**config.mk**
```make
export PLATFORM = sky130hd
export DESIGN_NAME = ssx_channel
export DESIGN_NICKNAME = d
export VERILOG_FILES = /design/src/rtl/ssx_pkg.sv /design/src/rtl/ssx_ctrl_reg.sv /design/src/rtl/ssx_baud.sv /design/src/rtl/ssx_shifter.sv /design/src/rtl/ssx_channel.sv
export SDC_FILE = /design/constraint.sdc
export NUM_CORES = 1
export LEC_CHECK = 0
export BUFFER_PORTS_ARGS = -buffer_cell sky130_fd_sc_hd__buf_2
export CAP_MARGIN = 20
export CORE_MARGIN = 4
export CORE_UTILIZATION = 40
export DETAILED_ROUTE_END_ITERATION = 7
export PLACE_DENSITY_LB_ADDON = 0.15
export SLEW_MARGIN = 20
export SYNTH_ARGS = -nofsm -noshare
export SYNTH_HDL_FRONTEND = slang
export SYNTH_SLANG_ARGS = --single-unit
```
**constraint.sdc**
```tcl
create_clock -name clk -period 1.9 [get_ports clk]
set_input_delay 0.19 -clock clk [delete_from_list [all_inputs] [get_ports clk]]
set_output_delay 0.19 -clock clk [all_outputs]
set_load 0.01 [all_outputs]
```
**src/rtl/ssx_pkg.sv**
```systemverilog
package ssx_pkg;
  localparam int unsigned REG_W     = 8;
  localparam int unsigned MAX_RATIO = 32;
  localparam int unsigned PCNT_W    = $clog2(MAX_RATIO);

  typedef enum logic [1:0] {
    SRC_DIV1  = 2'b00,
    SRC_DIV8  = 2'b01,
    SRC_DIV32 = 2'b10,
    SRC_RSVD  = 2'b11
  } src_sel_e;

  typedef struct packed {
    logic     msb_first;
    logic     pol;
    logic     flow_off;
    logic     rts_mode;
    src_sel_e src;
  } ctrl_t;

  function automatic int unsigned src_ratio(src_sel_e s);
    case (s)
      SRC_DIV8:  return 8;
      SRC_DIV32: return 32;
      default:   return 1;
    endcase
  endfunction

  function automatic ctrl_t ctrl_merge(ctrl_t cur, logic [REG_W-1:0] wd);
    ctrl_t n;
    n.msb_first = wd[7];
    n.pol       = wd[6];
    n.flow_off  = wd[4];
    n.rts_mode  = wd[2];
    n.src       = (wd[1:0] == 2'b11) ? cur.src : src_sel_e'(wd[1:0]);
    return n;
  endfunction

  function automatic logic [REG_W-1:0] ctrl_view(ctrl_t c, logic empty);
    return {c.msb_first, c.pol, 1'b0, c.flow_off, empty, c.rts_mode, c.src};
  endfunction
endpackage

```
**src/rtl/ssx_ctrl_reg.sv**
```systemverilog
module ssx_ctrl_reg
  import ssx_pkg::*;
(
  input  logic             clk,
  input  logic             rst_n,
  input  logic             we,
  input  logic             sel,
  input  logic [REG_W-1:0] wdata,
  input  logic             tx_empty,
  output ctrl_t            ctrl,
  output logic [REG_W-1:0] divisor,
  output logic [REG_W-1:0] rdata,
  output logic             baud_reload
);
  ctrl_t            ctrl_q;
  logic [REG_W-1:0] div_q;

  always_ff @(posedge clk or negedge rst_n) begin
    if (!rst_n) begin
      ctrl_q <= '0;
      div_q  <= '0;
    end else if (we) begin
      if (sel) div_q  <= wdata;
      else     ctrl_q <= ctrl_merge(ctrl_q, wdata);
    end
  end

  assign ctrl        = ctrl_q;
  assign divisor     = div_q;
  assign baud_reload = we;
  assign rdata       = sel ? div_q : ctrl_view(ctrl_q, tx_empty);
endmodule

```
**src/rtl/ssx_baud.sv**
```systemverilog
module ssx_baud
  import ssx_pkg::*;
(
  input  logic             clk,
  input  logic             rst_n,
  input  logic             run,
  input  logic             reload,
  input  src_sel_e         src,
  input  logic [REG_W-1:0] divisor,
  output logic             half_tick
);
  logic [PCNT_W-1:0] pcnt;
  logic [REG_W-1:0]  dcnt;
  logic [PCNT_W-1:0] plimit;
  logic              pre_tick;

  assign plimit    = PCNT_W'(src_ratio(src) - 1);
  assign pre_tick  = run && (pcnt == plimit);
  assign half_tick = pre_tick && (dcnt == divisor);

  always_ff @(posedge clk or negedge rst_n) begin
    if (!rst_n) begin
      pcnt <= '0;
      dcnt <= '0;
    end else if (!run || reload) begin
      pcnt <= '0;
      dcnt <= '0;
    end else if (pre_tick) begin
      pcnt <= '0;
      dcnt <= (dcnt == divisor) ? '0 : dcnt + 1'b1;
    end else begin
      pcnt <= pcnt + 1'b1;
    end
  end
endmodule

```
**src/rtl/ssx_shifter.sv**
```systemverilog
module ssx_shifter #(
  parameter int unsigned DATA_W = 8
) (
  input  logic                      clk,
  input  logic                      rst_n,
  input  logic                      tx_we,
  input  logic [DATA_W-1:0]         tx_data,
  input  logic                      cts_ok,
  input  logic                      half_tick,
  input  logic                      msb_first,
  input  logic                      rx_ack,
  input  logic                      sdi,
  output logic                      running,
  output logic                      loaded,
  output logic                      phase,
  output logic                      sdo_bit,
  output logic [$clog2(DATA_W)-1:0] bit_cnt,
  output logic [DATA_W-1:0]         rx_data,
  output logic                      rx_valid,
  output logic                      frame_start,
  output logic                      frame_done
);
  localparam int unsigned CNT_W = $clog2(DATA_W);

  logic [DATA_W-1:0] tx_sh;
  logic [DATA_W-1:0] rx_sh;
  logic              last_bit;

  assign last_bit    = (bit_cnt == CNT_W'(DATA_W - 1));
  assign frame_start = loaded && !running && cts_ok;
  assign frame_done  = running && half_tick && phase && last_bit;
  assign sdo_bit     = msb_first ? tx_sh[DATA_W-1] : tx_sh[0];

  always_ff @(posedge clk or negedge rst_n) begin
    if (!rst_n) begin
      tx_sh   <= '0;
      rx_sh   <= '0;
      loaded  <= 1'b0;
      running <= 1'b0;
      phase   <= 1'b0;
      bit_cnt <= '0;
      rx_data <= '0;
    end else begin
      if (tx_we && !loaded) begin
        tx_sh  <= tx_data;
        loaded <= 1'b1;
      end
      if (frame_start) begin
        running <= 1'b1;
        phase   <= 1'b0;
        bit_cnt <= '0;
      end else if (running && half_tick) begin
        if (!phase) begin
          phase <= 1'b1;
          rx_sh <= msb_first ? {rx_sh[DATA_W-2:0], sdi} : {sdi, rx_sh[DATA_W-1:1]};
        end else if (last_bit) begin
          running <= 1'b0;
          loaded  <= 1'b0;
          rx_data <= rx_sh;
        end else begin
          phase   <= 1'b0;
          bit_cnt <= bit_cnt + 1'b1;
          tx_sh   <= msb_first ? (tx_sh << 1) : (tx_sh >> 1);
        end
      end
    end
  end

  always_ff @(posedge clk or negedge rst_n) begin
    if (!rst_n)          rx_valid <= 1'b0;
    else if (frame_done) rx_valid <= 1'b1;
    else if (rx_ack)     rx_valid <= 1'b0;
  end
endmodule

```
**src/rtl/ssx_channel.sv**
```systemverilog
module ssx_channel
  import ssx_pkg::*;
(
  input  logic             clk,
  input  logic             rst_n,
  input  logic             reg_we,
  input  logic             reg_sel,
  input  logic [REG_W-1:0] reg_wdata,
  output logic [REG_W-1:0] reg_rdata,
  input  logic             tx_we,
  input  logic [REG_W-1:0] tx_data,
  output logic [REG_W-1:0] rx_data,
  output logic             rx_valid,
  input  logic             rx_ack,
  output logic             sclk,
  output logic             sdo,
  input  logic             sdi,
  input  logic             hs_in,
  output logic             hs_out,
  output logic             hs_oe
);
  localparam int unsigned CNT_W = $clog2(REG_W);

  ctrl_t            ctrl;
  logic [REG_W-1:0] divisor;
  logic             baud_reload;
  logic             half_tick;
  logic             running;
  logic             loaded;
  logic             phase;
  logic             sdo_bit;
  logic [CNT_W-1:0] bit_cnt;
  logic             frame_start;
  logic             frame_done;
  logic             tx_empty;
  logic             cts_ok;

  assign tx_empty = !loaded;
  assign cts_ok   = ctrl.flow_off || ctrl.rts_mode || !hs_in;

  ssx_ctrl_reg u_reg (
    .clk(clk), .rst_n(rst_n), .we(reg_we), .sel(reg_sel), .wdata(reg_wdata),
    .tx_empty(tx_empty), .ctrl(ctrl), .divisor(divisor), .rdata(reg_rdata),
    .baud_reload(baud_reload)
  );

  ssx_baud u_baud (
    .clk(clk), .rst_n(rst_n), .run(running), .reload(baud_reload),
    .src(ctrl.src), .divisor(divisor), .half_tick(half_tick)
  );

  ssx_shifter #(.DATA_W(REG_W)) u_shift (
    .clk(clk), .rst_n(rst_n), .tx_we(tx_we), .tx_data(tx_data), .cts_ok(cts_ok),
    .half_tick(half_tick), .msb_first(ctrl.msb_first), .rx_ack(rx_ack), .sdi(sdi),
    .running(running), .loaded(loaded), .phase(phase), .sdo_bit(sdo_bit),
    .bit_cnt(bit_cnt), .rx_data(rx_data), .rx_valid(rx_valid),
    .frame_start(frame_start), .frame_done(frame_done)
  );

  assign sclk   = running ? (phase ? !ctrl.pol : ctrl.pol) : !ctrl.pol;
  assign sdo    = running ? sdo_bit : 1'b1;
  assign hs_oe  = !ctrl.flow_off && ctrl.rts_mode;
  assign hs_out = hs_oe ? rx_valid : 1'b1;
endmodule

```
# --- After elaboration in Yosys (flattened, before gate mapping) ---
# Index checks and enable logic that the tools add are counted.
totals:
  ff_bits: 58
  out_inout_bits: 21
  elab_cells: 98
op_classes:
  add_sub_neg: 4
  eq_ne: 7
  n_mux: 38
  bitwise_logic: 4
  reduce_logical: 29
ops:
  columns: ["op", "count"]
  rows:
  - ["$mux W8", 11]
  - ["$mux W1", 20]
  - ["$mux W3", 4]
  - ["$reduce_and A3 Y1", 4]
  - ["$mux W5", 2]
  - ["$reduce_bool A2 Y1", 5]
  - ["$logic_and A1 B1 Y1", 9]
  - ["$add A8 B1 Y8 const B", 1]
  - ["$eq A8 B8 Y1", 1]
  - ["$pmux W4 S2", 1]
  - ["$add A5 B1 Y5 const B", 1]
  - ["$eq A5 B5 Y1", 1]
  - ["$logic_not A1 Y1", 5]
  - ["$sub A5 B1 Y5 const B", 1]
  - ["$eq A2 B2 Y1 const B", 2]
  - ["$not A1 Y1", 4]
  - ["$reduce_and A2 Y1", 2]
  - ["$reduce_and A4 Y1", 1]
  - ["$add A3 B1 Y3 const B", 1]
  - ["$eq A3 B3 Y1 const B", 1]
  - ["$logic_or A1 B1 Y1", 3]
  - ["$eq A2 B1 Y1 const B", 1]
  - ["$ne A2 B2 Y1 const B", 1]

# --- Logic depth before layout (Yosys ltp) ---
depth:
  depth_word: 10
  ltp_mapped: 8
  ltp_nobuf: 6

# --- Hierarchy ---
# Synthesis repeated with hierarchy kept, for this count alone.
hier_totals:
  hier_cells: 275
  hier_area_um2: 3069.2
modules_own_cells:
  columns: ["mod", "instances", "cells_each", "area_each_um2", "seq_area_each_um2"]
  rows:
  - ["ssx_shifter", 1, 128, 1473.9, 775.7]
  - ["ssx_baud", 1, 96, 895.9, 325.3]
  - ["ssx_ctrl_reg", 1, 43, 644.4, 350.3]
  - ["ssx_channel", 1, 8, 55.1, 0.0]

# --- Least setup slack after synthesis ---
# OpenSTA, ideal clock, no wires.
synth_timing:
  path_type: "register -> register"
  start: "register u_reg.ctrl_q, in the netlist u_reg.ctrl[1]"
  end: "register u_shift.rx_sh[0]"
  setup_ps: 125
  arrival_time_ps: 1923
  required_ps: 1775
  slack_ps: -147
  path_stages_with_launch: 6
  path_buffers: 0
  period_less_slack_ps: 2047
  cell_sequence: "dfrtp_1 ha_1 nor3b_1 o21bai_1 nor4_4 mux2_2"
synth_between:
  elab_chain_len: 8
  elab_cells_between_ends: 9
  cone_classes: "add/sub (1); eq/ne (3); mux (1); reduce/logical (4)"
synth_lines:
  columns: ["element", "line", "source"]
  rows:
  - ["from (decl)", "ssx_ctrl_reg.sv:15", "ctrl_t ctrl_q;"]
  - ["from (signal assigned)", "ssx_ctrl_reg.sv:24", "else ctrl_q <= ctrl_merge(ctrl_q, wdata);"]
  - ["$eq A2 B2 Y1 or $eq A2 B1 Y1 (tied branches)", "ssx_pkg.sv:22", "case (s)"]
  - ["$pmux W4 S2 *", "ssx_pkg.sv:22", null]
  - ["$sub A5 B1 Y5 *", "ssx_baud.sv:17", "assign plimit = PCNT_W'(src_ratio(src) - 1);"]
  - ["$eq A5 B5 Y1 *", "ssx_baud.sv:18", "assign pre_tick = run && (pcnt == plimit);"]
  - ["$logic_and A1 B1 Y1 *", "ssx_baud.sv:18", null]
  - ["$logic_and A1 B1 Y1 *", "ssx_baud.sv:19", "assign half_tick = pre_tick && (dcnt == divisor);"]
  - ["$logic_and A1 B1 Y1 *", "ssx_shifter.sv:52", "end else if (running && half_tick) begin"]
  - ["$reduce_and A3 Y1 (no line) *", null, null]
  - ["to (signal assigned)", "ssx_shifter.sv:55", "rx_sh <= msb_first ? {rx_sh[DATA_W-2:0], sdi} : {sdi, rx_sh[DATA_W-1:1]};"]
  - ["to (decl)", "ssx_shifter.sv:26", "logic [DATA_W-1:0] rx_sh;"]
# Every way passes the cells marked *; elsewhere a longest branch is shown, timed or not.
# A chain may end at the register's enable or synchronous reset.

# --- Worst setup path after layout ---
layout_timing:
  start: "register u_reg.ctrl_q, in the netlist u_reg.ctrl[1]"
  end: "register u_shift.bit_cnt[0]"
layout_between:
  elab_chain_len: 9
  elab_cells_between_ends: 10
  cone_classes: "add/sub (1); eq/ne (3); mux (1); reduce/logical (5)"
layout_lines:
  columns: ["element", "line", "source"]
  rows:
  - ["$eq A2 B2 Y1 or $eq A2 B1 Y1 (tied branches)", "ssx_pkg.sv:22", null]
  - ["$pmux W4 S2 *", "ssx_pkg.sv:22", null]
  - ["$sub A5 B1 Y5 *", "ssx_baud.sv:17", null]
  - ["$eq A5 B5 Y1 *", "ssx_baud.sv:18", null]
  - ["$logic_and A1 B1 Y1 *", "ssx_baud.sv:18", null]
  - ["$logic_and A1 B1 Y1 *", "ssx_baud.sv:19", null]
  - ["$logic_and A1 B1 Y1 *", "ssx_shifter.sv:52", null]
  - ["$reduce_bool A2 Y1 (no line) *", null, null]
  - ["$reduce_and A3 Y1 (no line) *", null, null]
  - ["to (signal assigned)", "ssx_shifter.sv:62", "bit_cnt <= bit_cnt + 1'b1;"]
  - ["to (decl)", "ssx_shifter.sv:17", "output logic [$clog2(DATA_W)-1:0] bit_cnt,"]
# Marks and branches as above.

==> results.sh <==
export IMPL_cts_sinks=58
export IMPL_ant_nets=0
export IMPL_grtUsageTotal_pct=16.99
export IMPL_layout_commonest_cell="dfrtp_1"
export IMPL_synth_fp_nets=298
export IMPL_fin_util_pct=53.85
export IMPL_nNetsFinal=380
export IMPL_num_rows=31
export IMPL_wl_per_cell_um=15.69
export IMPL_crit_chain="ha_4 -> xnor2_2 -> nand4_1 -> buf_6 -> buf_4 -> nor4_4 -> buf_6 -> mux2i_1"
export IMPL_cts_buffers=9
export IMPL_drc=0
export IMPL_clockBufferDepth=2
export IMPL_setup_viol=22
export IMPL_leakagePower_nw=1.814
export IMPL_cts_root_buf="clkbuf_8"
export IMPL_ys_seq_area_share_pct=47.31
export IMPL_finalWirelength_um=7123
export IMPL_violations="setup timing"
export IMPL_pre_cts_slack_ns=-0.06484
export IMPL_path_class="register to register"
export IMPL_cp_depth=8
export IMPL_cp_slowest_stage_delay_ns=0.42
export IMPL_synth_seq_cells=58
export IMPL_worstMarginPinSlew_ns=0.4169
export IMPL_dp_hpwl_um=5080
export IMPL_final_cell_area_mm2=0.003969
export IMPL_ios=45
export IMPL_grt_pass1_vias=2360
export IMPL_status="complete, but fails checks"
export IMPL_setup_ws_ns=-0.03978
export IMPL_postPlaceCellArea_mm2=0.003636
export IMPL_fin_crit_ns=1.940
export IMPL_hp_class="input pin to register"
export IMPL_coreArea_mm2=0.007370
export IMPL_clkSlewWorstSetupHoldPaths_ns=0.06
export IMPL_avgSynthCellArea_um2=11.45
export IMPL_power_mw=3.349
export IMPL_worstSetupEndpointType="register"
export IMPL_finalCritPeriodShare_pct=102.1
export IMPL_final_cell_mix="dfrtp_1 (57), buf_2 (44), buf_4 (33), mux2_2 (29), mux2i_1 (27)"
export IMPL_drive_gt1_share_pct=41.69
export IMPL_syn_to_final_growth_pct=29.36
export IMPL_place_congestion=0.8161
export IMPL_drv_cap=0
export IMPL_slowest_stage="dfrtp_1"
export IMPL_fp_dieH_um=95.58
export IMPL_grt_max_degree=59
export IMPL_critPathMaxFanout=12
export IMPL_rr_worst_depth=8
export IMPL_hold_viol_final=0
export IMPL_antenna_found_initial=0
export IMPL_synth_cells=268
export IMPL_syn_area_mm2=0.003068
export IMPL_stdcell_count=454
export IMPL_viasPerCell=5.104
export IMPL_grt_pass1_wl_um=11830
export IMPL_grt_overflow_total=0
export IMPL_drv_slew=0
export IMPL_drtIter0Drc=83
export IMPL_dieWidth_um=95.58
export IMPL_fin_worst_skew_ns=0.01098
export IMPL_diodes=0
export IMPL_fillers=675
export IMPL_tns_ns=-0.4405
export IMPL_critPathLaunchType="register"
export IMPL_ys_types=37
export IMPL_vias=2317
export IMPL_fmax_mhz=515.5
export IMPL_cp_data_required_time_ns=2.15
export IMPL_hold_path_depth=3
export IMPL_power_per_cell_area_mw_per_mm2=843.9
export IMPL_relSlewSlack_pct=71.91
export IMPL_hold_ws_ns=0.06524
export IMPL_initial_core_util_pct=41.63
export IMPL_dp_cells=433
export IMPL_peakVddDrop_mv=0.5083
export IMPL_cts_htree_levels=3
export IMPL_crit_path_frequent_cell="buf_6"
export IMPL_cts_tree="built"
export IMPL_first_pass_iters=4
export IMPL_critPathBufInv=3
export IMPL_insertion_delay_ns=0.34
export IMPL_cp_top_family="buffers and inverters"
export IMPL_cp_arrival_ns=2.19
export IMPL_yosysWarnings=0
export IMPL_die_area_mm2=0.009135
export IMPL_rsz0062_at_grt="true"
export IMPL_port_buffers=44
-- flip-flops by register name, indices dropped and copies added (netlist names) --
signal	cells
u_baud.dcnt	8
u_reg.divisor	8
u_shift.rx_data	8
u_shift.rx_sh	8
u_shift.tx_sh	8
u_reg.ctrl	6
u_baud.pcnt	5
u_shift.bit_cnt	3
u_shift.loaded	1
u_shift.phase	1
u_shift.running	1
u_shift.rx_valid	1
-- metal layers --
layer	routed length, um	GRT usage (%)	vias to the layer above
li1	-	-	1140
met1	3523	24.06	1129
met2	3252	25.42	39
met3	243	3.394	9
met4	104	6.754	0
met5	0	0	-
-- power by group --
| group | internal [mW] | switching (mW) |
|---|---|---|
| combinational | 0.382 | 0.370 |
| clock | 0.640 | 0.522 |
| sequential | 1.33 | 0.108 |
| total | 2.35 | 1.00 |
-- repair_timing --
action,CTS,global route
hold endpoints to repair,58,0
setup buffers,3,1
resized for setup,16,5
pin swaps,0,1
setup endpoints to repair,32,41
hold buffers,1,0
-- worst paths after layout --
path / from / to / slack [ns]
worst max-delay path: u_reg.ctrl[1] / u_shift.bit_cnt[0] / -0.04
worst min-delay path: reg_wdata[2] / u_reg.ctrl[2] / 0.07
worst max register to register: u_reg.ctrl[1] / u_shift.bit_cnt[0] / -0.04
worst min register to register: u_shift.bit_cnt[0] / u_shift.bit_cnt[0] / 0.49
max in group asynchronous: rst_n / u_reg.ctrl[5] / 1.24
min in group asynchronous: rst_n / u_baud.dcnt[3] / 0.38
-- worst reg2reg max path, delay by kind of cell (launching register included) --
family | cells | cell delay, ns
simple gates | 2 | 0.36
xor+xnor | 1 | 0.17
flops | 1 | 0.42
mux | 1 | 0.21
fa+ha+maj | 1 | 0.18
buf+inv | 3 | 0.52
-- kinds of logic after synthesis --
| kind of cell | share of synthesized area, % |
|---|---|
| xor gates and xnor gates | 3.997 |
| adders and majority gates | 2.447 |
| buffers and inverters | 2.692 |
| AOI/OAI and AO/OA | 7.953 |
| and+or+nand+nor | 13.21 |
| muxes | 22.39 |
| DFF | 47.31 |
-- cells in the mapped netlist --
cell type	n	area (um^2)
nand4_1	1	6.260
or2_2	1	6.260
nor2b_1	6	37.54
buf_4	2	15.01
nand4_2	2	25.02
buf_1	2	7.510
mux2i_1	27	270.3
o2111ai_1	6	52.55
nand2_1	25	93.84
o31ai_1	1	7.510
and4_1	1	8.760
o211ai_1	10	75.07
mux2_2	37	416.7
nand3_1	3	15.01
o21ai_0	7	35.03
o221ai_1	2	17.52
a31oi_1	3	18.77
xnor2_1	13	113.9
o311ai_0	1	8.760
nor3_1	6	30.03
clkbuf_1	6	22.52
nor2_1	12	45.04
or3_1	5	31.28
nor3b_1	3	22.52
nor4_4	1	21.27
ha_1	6	75.07
o22ai_1	1	6.260
dfrtp_1	58	1451
buf_6	1	11.26
nor4_2	2	25.02
nand2b_1	4	25.02
inv_1	7	26.28
and2_1	1	6.260
a21o_1	1	7.510
and3_1	1	6.260
xor2_1	1	8.760
o21bai_1	2	15.01
-- layout make-up --
type | count | area [um^2] | area share [%]
multi-input combinational | 192 | 1630 | 41.08
sequential | 58 | 1453 | 36.60
timing repair buffer | 82 | 531.8 | 13.40
clock buffer | 10 | 137.6 | 3.468
tap | 99 | 123.9 | 3.121
clock inverter | 6 | 66.31 | 1.671
inverter | 7 | 26.28 | 0.6620
(Power assumes the default switching activity.)
